===== config.mk =====
export PLATFORM = sky130hd
export DESIGN_NAME = escape_word_packer
export DESIGN_NICKNAME = d
export VERILOG_FILES = /design/src/rtl/ewp_pkg.sv /design/src/rtl/ewp_escape_stage.sv /design/src/rtl/ewp_word_packer.sv /design/src/rtl/ewp_bit_counter.sv /design/src/rtl/escape_word_packer.sv
export SDC_FILE = /design/constraint.sdc
export NUM_CORES = 1
export LEC_CHECK = 0
export BUFFER_PORTS_ARGS = -buffer_cell sky130_fd_sc_hd__buf_4
export CORE_MARGIN = 4
export CORE_UTILIZATION = 55
export DETAILED_ROUTE_END_ITERATION = 10
export PLACE_DENSITY = 0.79
export REMOVE_ABC_BUFFERS = 1
export SLEW_MARGIN = 25
export SYNTH_ARGS = -nofsm -noshare
export SYNTH_HDL_FRONTEND = slang
export SYNTH_SLANG_ARGS = --single-unit

===== constraint.sdc =====
create_clock -name clk -period 4.9 [get_ports clk]
set_input_delay 1.225 -clock clk [delete_from_list [all_inputs] [get_ports clk]]
set_output_delay 1.225 -clock clk [all_outputs]
set_load 0.02 [all_outputs]

===== src/rtl/ewp_pkg.sv =====
package ewp_pkg;

  localparam int BYTE_BITS = 8;

  typedef logic [BYTE_BITS-1:0] byte_t;

  // escape value inserted ahead of a guarded byte
  localparam byte_t ESC_BYTE = 8'h03;

  // zero-run history, saturating at two
  typedef enum logic [1:0] {
    ZR_NONE = 2'd0,
    ZR_ONE  = 2'd1,
    ZR_TWO  = 2'd2
  } zrun_e;

  // bytes that may not follow two zeros unescaped
  function automatic logic is_guard_byte(input byte_t b);
    return (b == 8'h00) || (b == 8'h01) || (b == 8'h03);
  endfunction

  function automatic zrun_e zrun_step(input zrun_e z);
    case (z)
      ZR_NONE: return ZR_ONE;
      default: return ZR_TWO;
    endcase
  endfunction

endpackage


===== src/rtl/ewp_escape_stage.sv =====
module ewp_escape_stage
  import ewp_pkg::*;
(
  input  logic  clk,
  input  logic  rst,
  input  logic  esc_en,
  input  logic  in_valid,
  input  byte_t in_data,
  input  logic  pack_ready,
  output logic  in_ready,
  output logic  byte_fire,
  output byte_t byte_out
);

  logic  mode_q;
  zrun_e zrun_q;
  zrun_e zrun_eff;
  zrun_e zrun_nxt;
  logic  esc_sent_q;
  logic  esc_need;

  // a mode change takes effect in the same cycle as a cleared history
  assign zrun_eff = (esc_en != mode_q) ? ZR_NONE : zrun_q;

  assign esc_need = esc_en && in_valid && !esc_sent_q &&
                    (zrun_eff == ZR_TWO) && is_guard_byte(in_data);

  assign byte_fire = in_valid && pack_ready;
  assign in_ready  = pack_ready && !esc_need;
  assign byte_out  = esc_need ? ESC_BYTE : in_data;

  always_comb begin
    zrun_nxt = zrun_eff;
    if (byte_fire) begin
      if (esc_need) begin
        zrun_nxt = ZR_NONE;
      end else if (esc_en) begin
        zrun_nxt = (in_data == 8'h00) ? zrun_step(zrun_eff) : ZR_NONE;
      end
    end
  end

  always_ff @(posedge clk) begin
    if (rst) begin
      mode_q     <= 1'b0;
      zrun_q     <= ZR_NONE;
      esc_sent_q <= 1'b0;
    end else begin
      mode_q <= esc_en;
      zrun_q <= zrun_nxt;
      if (byte_fire) begin
        esc_sent_q <= esc_need;
      end
    end
  end

endmodule


===== src/rtl/ewp_word_packer.sv =====
module ewp_word_packer
  import ewp_pkg::*;
#(
  parameter int WORD_BYTES = 4
) (
  input  logic                          clk,
  input  logic                          rst,
  input  logic                          byte_fire,
  input  byte_t                         byte_in,
  input  logic                          flush,
  input  logic                          out_ready,
  output logic                          pack_ready,
  output logic                          out_valid,
  output logic [WORD_BYTES*BYTE_BITS-1:0] out_word
);

  localparam int POS_W = (WORD_BYTES > 2) ? $clog2(WORD_BYTES) : 1;
  localparam logic [POS_W:0] FULL_POS = (POS_W+1)'(WORD_BYTES);

  logic [WORD_BYTES-1:0][BYTE_BITS-1:0] acc_q;
  logic [WORD_BYTES-1:0][BYTE_BITS-1:0] lane_nxt;
  logic [POS_W-1:0] pos_q;
  logic [POS_W:0]   pos_sum;
  logic             flush_pend_q;
  logic             flush_now;
  logic             emit;
  logic             out_valid_q;
  logic [WORD_BYTES*BYTE_BITS-1:0] out_word_q;

  assign pack_ready = !out_valid_q || out_ready;

  // lane WORD_BYTES-1 is the most significant one and is filled first
  for (genvar g = 0; g < WORD_BYTES; g++) begin : g_lane
    localparam logic [POS_W-1:0] SLOT = POS_W'(WORD_BYTES - 1 - g);
    assign lane_nxt[g] = (byte_fire && (pos_q == SLOT)) ? byte_in :
                         (pos_q == '0)                  ? '0      :
                                                          acc_q[g];
  end

  assign pos_sum   = {1'b0, pos_q} + (POS_W+1)'(byte_fire);
  assign flush_now = flush || flush_pend_q;
  assign emit      = (pos_sum == FULL_POS) || (flush_now && (pos_sum != '0));

  always_ff @(posedge clk) begin
    if (rst) begin
      acc_q        <= '0;
      pos_q        <= '0;
      flush_pend_q <= 1'b0;
      out_valid_q  <= 1'b0;
    end else if (pack_ready) begin
      acc_q        <= lane_nxt;
      out_valid_q  <= emit;
      flush_pend_q <= 1'b0;
      pos_q        <= emit ? '0 : pos_sum[POS_W-1:0];
    end else begin
      flush_pend_q <= flush_now;
    end
  end

  // data register without reset
  always_ff @(posedge clk) begin
    if (pack_ready && emit) begin
      out_word_q <= lane_nxt;
    end
  end

  assign out_valid = out_valid_q;
  assign out_word  = out_word_q;

endmodule


===== src/rtl/ewp_bit_counter.sv =====
module ewp_bit_counter
  import ewp_pkg::*;
#(
  parameter int CNT_W = 32
) (
  input  logic             clk,
  input  logic             rst,
  input  logic             byte_fire,
  output logic [CNT_W-1:0] bit_count
);

  localparam logic [CNT_W-1:0] STEP = CNT_W'(BYTE_BITS);

  logic [CNT_W-1:0] count_q;

  always_ff @(posedge clk) begin
    if (rst) begin
      count_q <= '0;
    end else if (byte_fire) begin
      count_q <= count_q + STEP;
    end
  end

  assign bit_count = count_q;

endmodule


===== src/rtl/escape_word_packer.sv =====
module escape_word_packer
  import ewp_pkg::*;
#(
  parameter int WORD_BYTES = 4,
  parameter int CNT_W      = 32
) (
  input  logic                    clk,
  input  logic                    rst,
  input  logic                    esc_en,
  input  logic                    in_valid,
  input  logic [7:0]              in_data,
  output logic                    in_ready,
  input  logic                    flush,
  output logic                    out_valid,
  output logic [WORD_BYTES*8-1:0] out_word,
  input  logic                    out_ready,
  output logic [CNT_W-1:0]        bit_count
);

  logic  pack_ready;
  logic  byte_fire;
  byte_t byte_out;

  ewp_escape_stage u_escape (
    .clk        (clk),
    .rst        (rst),
    .esc_en     (esc_en),
    .in_valid   (in_valid),
    .in_data    (in_data),
    .pack_ready (pack_ready),
    .in_ready   (in_ready),
    .byte_fire  (byte_fire),
    .byte_out   (byte_out)
  );

  ewp_word_packer #(
    .WORD_BYTES (WORD_BYTES)
  ) u_pack (
    .clk        (clk),
    .rst        (rst),
    .byte_fire  (byte_fire),
    .byte_in    (byte_out),
    .flush      (flush),
    .out_ready  (out_ready),
    .pack_ready (pack_ready),
    .out_valid  (out_valid),
    .out_word   (out_word)
  );

  ewp_bit_counter #(
    .CNT_W (CNT_W)
  ) u_bits (
    .clk       (clk),
    .rst       (rst),
    .byte_fire (byte_fire),
    .bit_count (bit_count)
  );

endmodule


# Yosys cells after proc, flatten, opt, wreduce, memory -nomap -nowiden
# Cells that the tools add are included.
# classes
eq_ne,8
reduce_logical,25
add_sub_neg,2
mux,16
# ops
operator,n
8-bit two-way mux,9
32-bit by 4-bit adder with 32-bit output (second input constant),1
2-bit two-way mux,7
1-bit logical AND,12
8-bit by 1-bit equality test with 1-bit output (second input constant),1
8-bit by 2-bit equality test with 1-bit output (second input constant),1
8-bit zero test,1
2-bit equality test (second input constant),3
1-bit logical OR,5
2-bit zero test,2
2-bit by 1-bit adder with 3-bit output,1
3-bit equality test (second input constant),1
1-bit zero test,3
3-bit nonzero test,1
2-bit by 1-bit equality test with 1-bit output (second input constant),1
2-bit OR reduction,1
1-bit != test,1
# totals
output_inout_bits,66
input_bits,14
regBits,104

# Depth between registers and ports, before layout
# depth
depth_word,8
depth_mapped,9
ltp_nobuf,8

# Modules after synthesis
# Synthesis repeated with hierarchy kept, for this count alone.
# hier_totals
hier_cells,466
area_unflattened_um2,4599.4
# modules_own_cells
mod,area_per_inst_um2,n_inst,cells_per_inst,seq_area_each_um2
ewp_word_packer,2920.3,1,271,1681.6
ewp_bit_counter,1388.8,1,157,580.6
ewp_escape_stage,290.3,1,38,80.1

# Least setup slack after synthesis
# Ideal clock, no wire load.
# synth_path
path_kind,input to register
from,input in_valid
to,register u_pack.out_word_q[0] (netlist: u_pack.out_word[0]) (enable)
path_buffers,2
path_slack_ns,0.408
arrival_time_ns,4.071
path_stages,9
path_cell_list,clkbuf_1 > nand2_1 > inv_1 > clkbuf_1 > ha_1 > ha_1 > o21ai_0 > o31ai_1 > nor2_1
# synth_between
elab_chain_len,6
elab_cells_between_ends,7
cone_classes,add/sub: 1; eq/ne: 1; reduce/logical: 5
# synth_lines
item,line,text
from (decl),escape_word_packer.sv:10,"input logic in_valid,"
1-bit logical AND (*),ewp_escape_stage.sv:28,assign byte_fire = in_valid && pack_ready;
2-bit by 1-bit adder with 3-bit output (*),ewp_word_packer.sv:40,"assign pos_sum = {1'b0, pos_q} + (POS_W+1)'(byte_fire);"
3-bit nonzero test,ewp_word_packer.sv:42,assign emit = (pos_sum == FULL_POS) || (flush_now && (pos_sum != '0));
1-bit logical AND,ewp_word_packer.sv:42,
1-bit logical OR (*),ewp_word_packer.sv:42,
1-bit logical AND (*),ewp_word_packer.sv:62,if (pack_ready && emit) begin
to (signal assigned),ewp_word_packer.sv:63,out_word_q <= lane_nxt;
to (decl),ewp_word_packer.sv:28,logic [WORD_BYTES*BYTE_BITS-1:0] out_word_q;
# Every way passes the cells marked *; elsewhere a longest branch is shown, timed or not.
# A chain may end at the register's enable or synchronous reset.

# Final worst setup path
# layout_path
from,input in_valid
to,output in_ready
# layout_between
elab_chain_len,6
# layout_lines
item,line,text
1-bit logical AND (3 in a row),ewp_escape_stage.sv:25,assign esc_need = esc_en && in_valid && !esc_sent_q &&
1-bit logical AND,ewp_escape_stage.sv:26,(zrun_eff == ZR_TWO) && is_guard_byte(in_data);
1-bit zero test,ewp_escape_stage.sv:29,assign in_ready = pack_ready && !esc_need;
1-bit logical AND,ewp_escape_stage.sv:29,
to (decl),escape_word_packer.sv:12,"output logic in_ready,"
# No other way between the ends.

==> flow_summary_export.csv <==
group,metric,value,unit
outcome,outcome,"finished, final reports clean",
clock_tree,worst_skew_pair.late_latency,0.36,ns
routing,wl_per_cell,16.6,um
floorplanning,die_area,9550,sq um
sta,drv_slew,0,
routing,antenna_left,0,
global_routing,grtUsageTotal,0.211,
floorplanning,io_pins,80,
sta,fin_crit_sh,0.755,
power,intPower,1.30,mW
layout,diodes,0,
sta,setup_viol,0,
logic_synthesis,ys.warnings.count,0,
floorplanning,rows,32,
clock_tree,cts_root_buf,"clkbuf_8",
power,seqPwrFrac,0.529,
power,p_comb_frac,0.139,
power,leakage,1.97,nW
setup_path,worst-path-max-fanout,23,
global_routing,antenna_found_initial,0,
routing,first_pass_iters,5,
routing,drc_errors,0,
power,p_per_area,337,nW/um^2
logic_synthesis,syn_inst,449,
sta,finalCriticalPeriod,3.70,ns
global_routing,grt_overflow,0,
logic_synthesis,ys_ff_latch,101,
logic_synthesis,ys_seq_area_frac,0.529,
setup_path,startpoint_type,"primary input",
sta,rsz0062_at_grt,"false",
floorplanning,start_util,0.570,
logic_synthesis,async_reset_ff_frac,0,
clock_tree,cts_resized,0,
layout,design_area,5270,sq um
setup_path,path_class,"primary input to output port",
global_routing,grt_pass1_vias,3462,
job,maxCapViolCount,0,
setup_path,arrival,2.48,ns
hold_path,min_path_type,"register to register",
setup_path,required,3.67,ns
layout,fillers,649,
place,port_buffers,76,
clock_tree,clockBufferDepth,2,
layout,area_delta_synth_final,19.0,%
routing,vias,3826,
logic_synthesis,synth_edf_count,32,
clock_tree,ctsHoldBuffers,0,
floorplanning,die_w,97.7,um
clock_tree,cts.clk_slew.worst_paths,0.09,ns
routing,drtIter0Drc,279,
logic_synthesis,synth_area,4430,sq um
routing,vias_per_cell,6.19,
sta,skew,0.00893,ns
setup_path,end_kind,"output port",
clock_tree,htree_num_levels,3,
sta,worst_slew_pin_slew,0.728,ns
power,peakVddDrop,0.189,mV
logic_synthesis,syn_avg_cell_area,9.86,sq um
layout,drive_gt1_frac,0.227,
clock_tree,post-cts-setup-buffers,0,
sta,fmax,270,MHz
routing,routed_wirelength,10200,um
logic_synthesis,synth_cell_types,50,
power,p_sw,0.476,mW
layout,final_nets,528,
power,switching_share,0.268,
place,hpwl,6800,um
sta,hold_violations,0,
sta,tns,0,ns
power,p_clk_frac,0.333,
sta,maxSlewHeadroom,0.515,
clock_tree,cts_made_buffers,9,
clock_tree,cts_tree,"yes",
logic_synthesis,ys.flop_type,"dfxtp_1",
floorplanning,die_height,97.7,um
global_routing,grt_pass1_wl,16900,um
place,gp_congestion,0.833,
floorplanning,core_area,7770,sq um
global_routing,grt_max_degree,72,
place,place_area,5040,sq um
clock_tree,cts.sinks,101,
[cells in the final DEF, fill, tap and decap left out, drive strengths merged, types with 12 or more instances in the layout]
| master | instances |
|---|---|
| nand2 | 30 |
| a21oi | 31 |
| nor2 | 49 |
| nand4 | 14 |
| or4 | 13 |
| edfxtp | 32 |
| nor2b | 12 |
| a22oi | 23 |
| a22o | 20 |
| o31ai | 13 |
| nand3 | 12 |
| nor3 | 13 |
| dfxtp | 69 |
| buf | 83 |
[state kept, by name (all words and copies together) (netlist names)]
register and count:
u_pack.acc_q 32, u_pack.flush_pend_q 1, u_pack.out_valid 1, u_escape.mode_q 1, u_bits.bit_count 29, u_escape.zrun_q 2
u_escape.esc_sent_q 1, u_pack.out_word 32, u_pack.pos_q 2
[area by class of cell]
type / count / area [sq um] / share of cell area
clock inverters: 7 / 106 / 0.0202
multi-input cells: 311 / 1930 / 0.366
clock buffers: 9 / 124 / 0.0235
well taps: 102 / 128 / 0.0242
inverters: 5 / 18.8 / 0.00356
repair buffers: 83 / 623 / 0.118
flip-flops and latches: 101 / 2340 / 0.444
[final timing paths]
path | from | cells after the start | end | slack, ns
setup reg to reg | u_pack.out_valid$_SDFFE_PP0N_ | 10 | u_pack.out_word[31]$_DFFE_PP_ | 2.06
hold / removal | u_pack.acc_q[5]$_SDFFE_PP0N_ | 2 | u_pack.acc_q[5]$_SDFFE_PP0N_ | 0.47
hold reg to reg | u_pack.acc_q[5]$_SDFFE_PP0N_ | 2 | u_pack.acc_q[5]$_SDFFE_PP0N_ | 0.47
setup / recovery | in_valid | 6 | in_ready | 1.20
[power groups by stage]
stage               Sequential [mW]  Combinational, mW  Clock, mW
floorplan                      1.01             0.0821          0
global placement              0.957              0.242          0
detailed placement            0.959              0.247          0
CTS                           0.940              0.247      0.599
global route                  0.945              0.265      0.637
finish                        0.939              0.246      0.591
[cells in the mapped netlist, types with 4 or more instances]
cell type	n	area share
edfxtp_1	32	0.22
or3_1	9	0.013
nand2_1	30	0.025
a311oi_1	6	0.012
o31ai_1	13	0.022
or4_1	13	0.022
nand4_1	12	0.017
dfxtp_1	69	0.31
a21oi_1	31	0.035
nor2_1	49	0.042
o21ai_0	10	0.011
nor2b_1	12	0.017
a22oi_1	23	0.039
nand3_1	12	0.014
inv_1	4	0.0034
a22o_1	20	0.040
clkbuf_1	26	0.022
a31o_2	6	0.012
and4_1	5	0.0099
xor2_1	4	0.0079
nor3_1	13	0.015
[cells by family (layout without fill, tap and decap cells)]
| kind of cell | after synthesis | after routing | synth area share |
|---|---|---|---|
| fa+ha+maj | 3 | 3 | 0.00848 |
| mux | 2 | 2 | 0.00509 |
| flops | 101 | 101 | 0.529 |
| compound gates | 121 | 121 | 0.193 |
| simple gates | 175 | 175 | 0.212 |
| xor+xnor | 7 | 7 | 0.0138 |
| buf+inv | 39 | 104 | 0.0376 |
| other cells | 1 | 3 | 0.000847 |
[critical path, cell delays in order]
cell and delay [ns]:
buf_4 0.23, nor4bb_1 0.43, nand4_1 0.23, nor2_1 0.15, nor2_1 0.05, buf_4 0.16
[per-layer routing]
metal,global-route usage,routed length (um)
met5,0,0
met4,0.0682,166
met3,0.0503,661
met2,0.346,4910
met1,0.278,4490
[through the flow]
step | hold WS [ns] | instances | setup WS, ns | utilization | total power, mW
after floorplan | 0.427 | 417 | 0.244 | - | 1.09
after global placement | 0.441 | 602 | 1.20 | 0.649 | 1.20
final | 0.468 | 618 | 1.20 | 0.679 | 1.78
after detailed placement | 0.451 | 602 | 1.09 | 0.649 | 1.21
after CTS | 0.466 | 618 | 1.22 | 0.679 | 1.79
after global routing | 0.491 | 618 | 1.04 | 0.679 | 1.85
(Power assumes the default switching activity.)
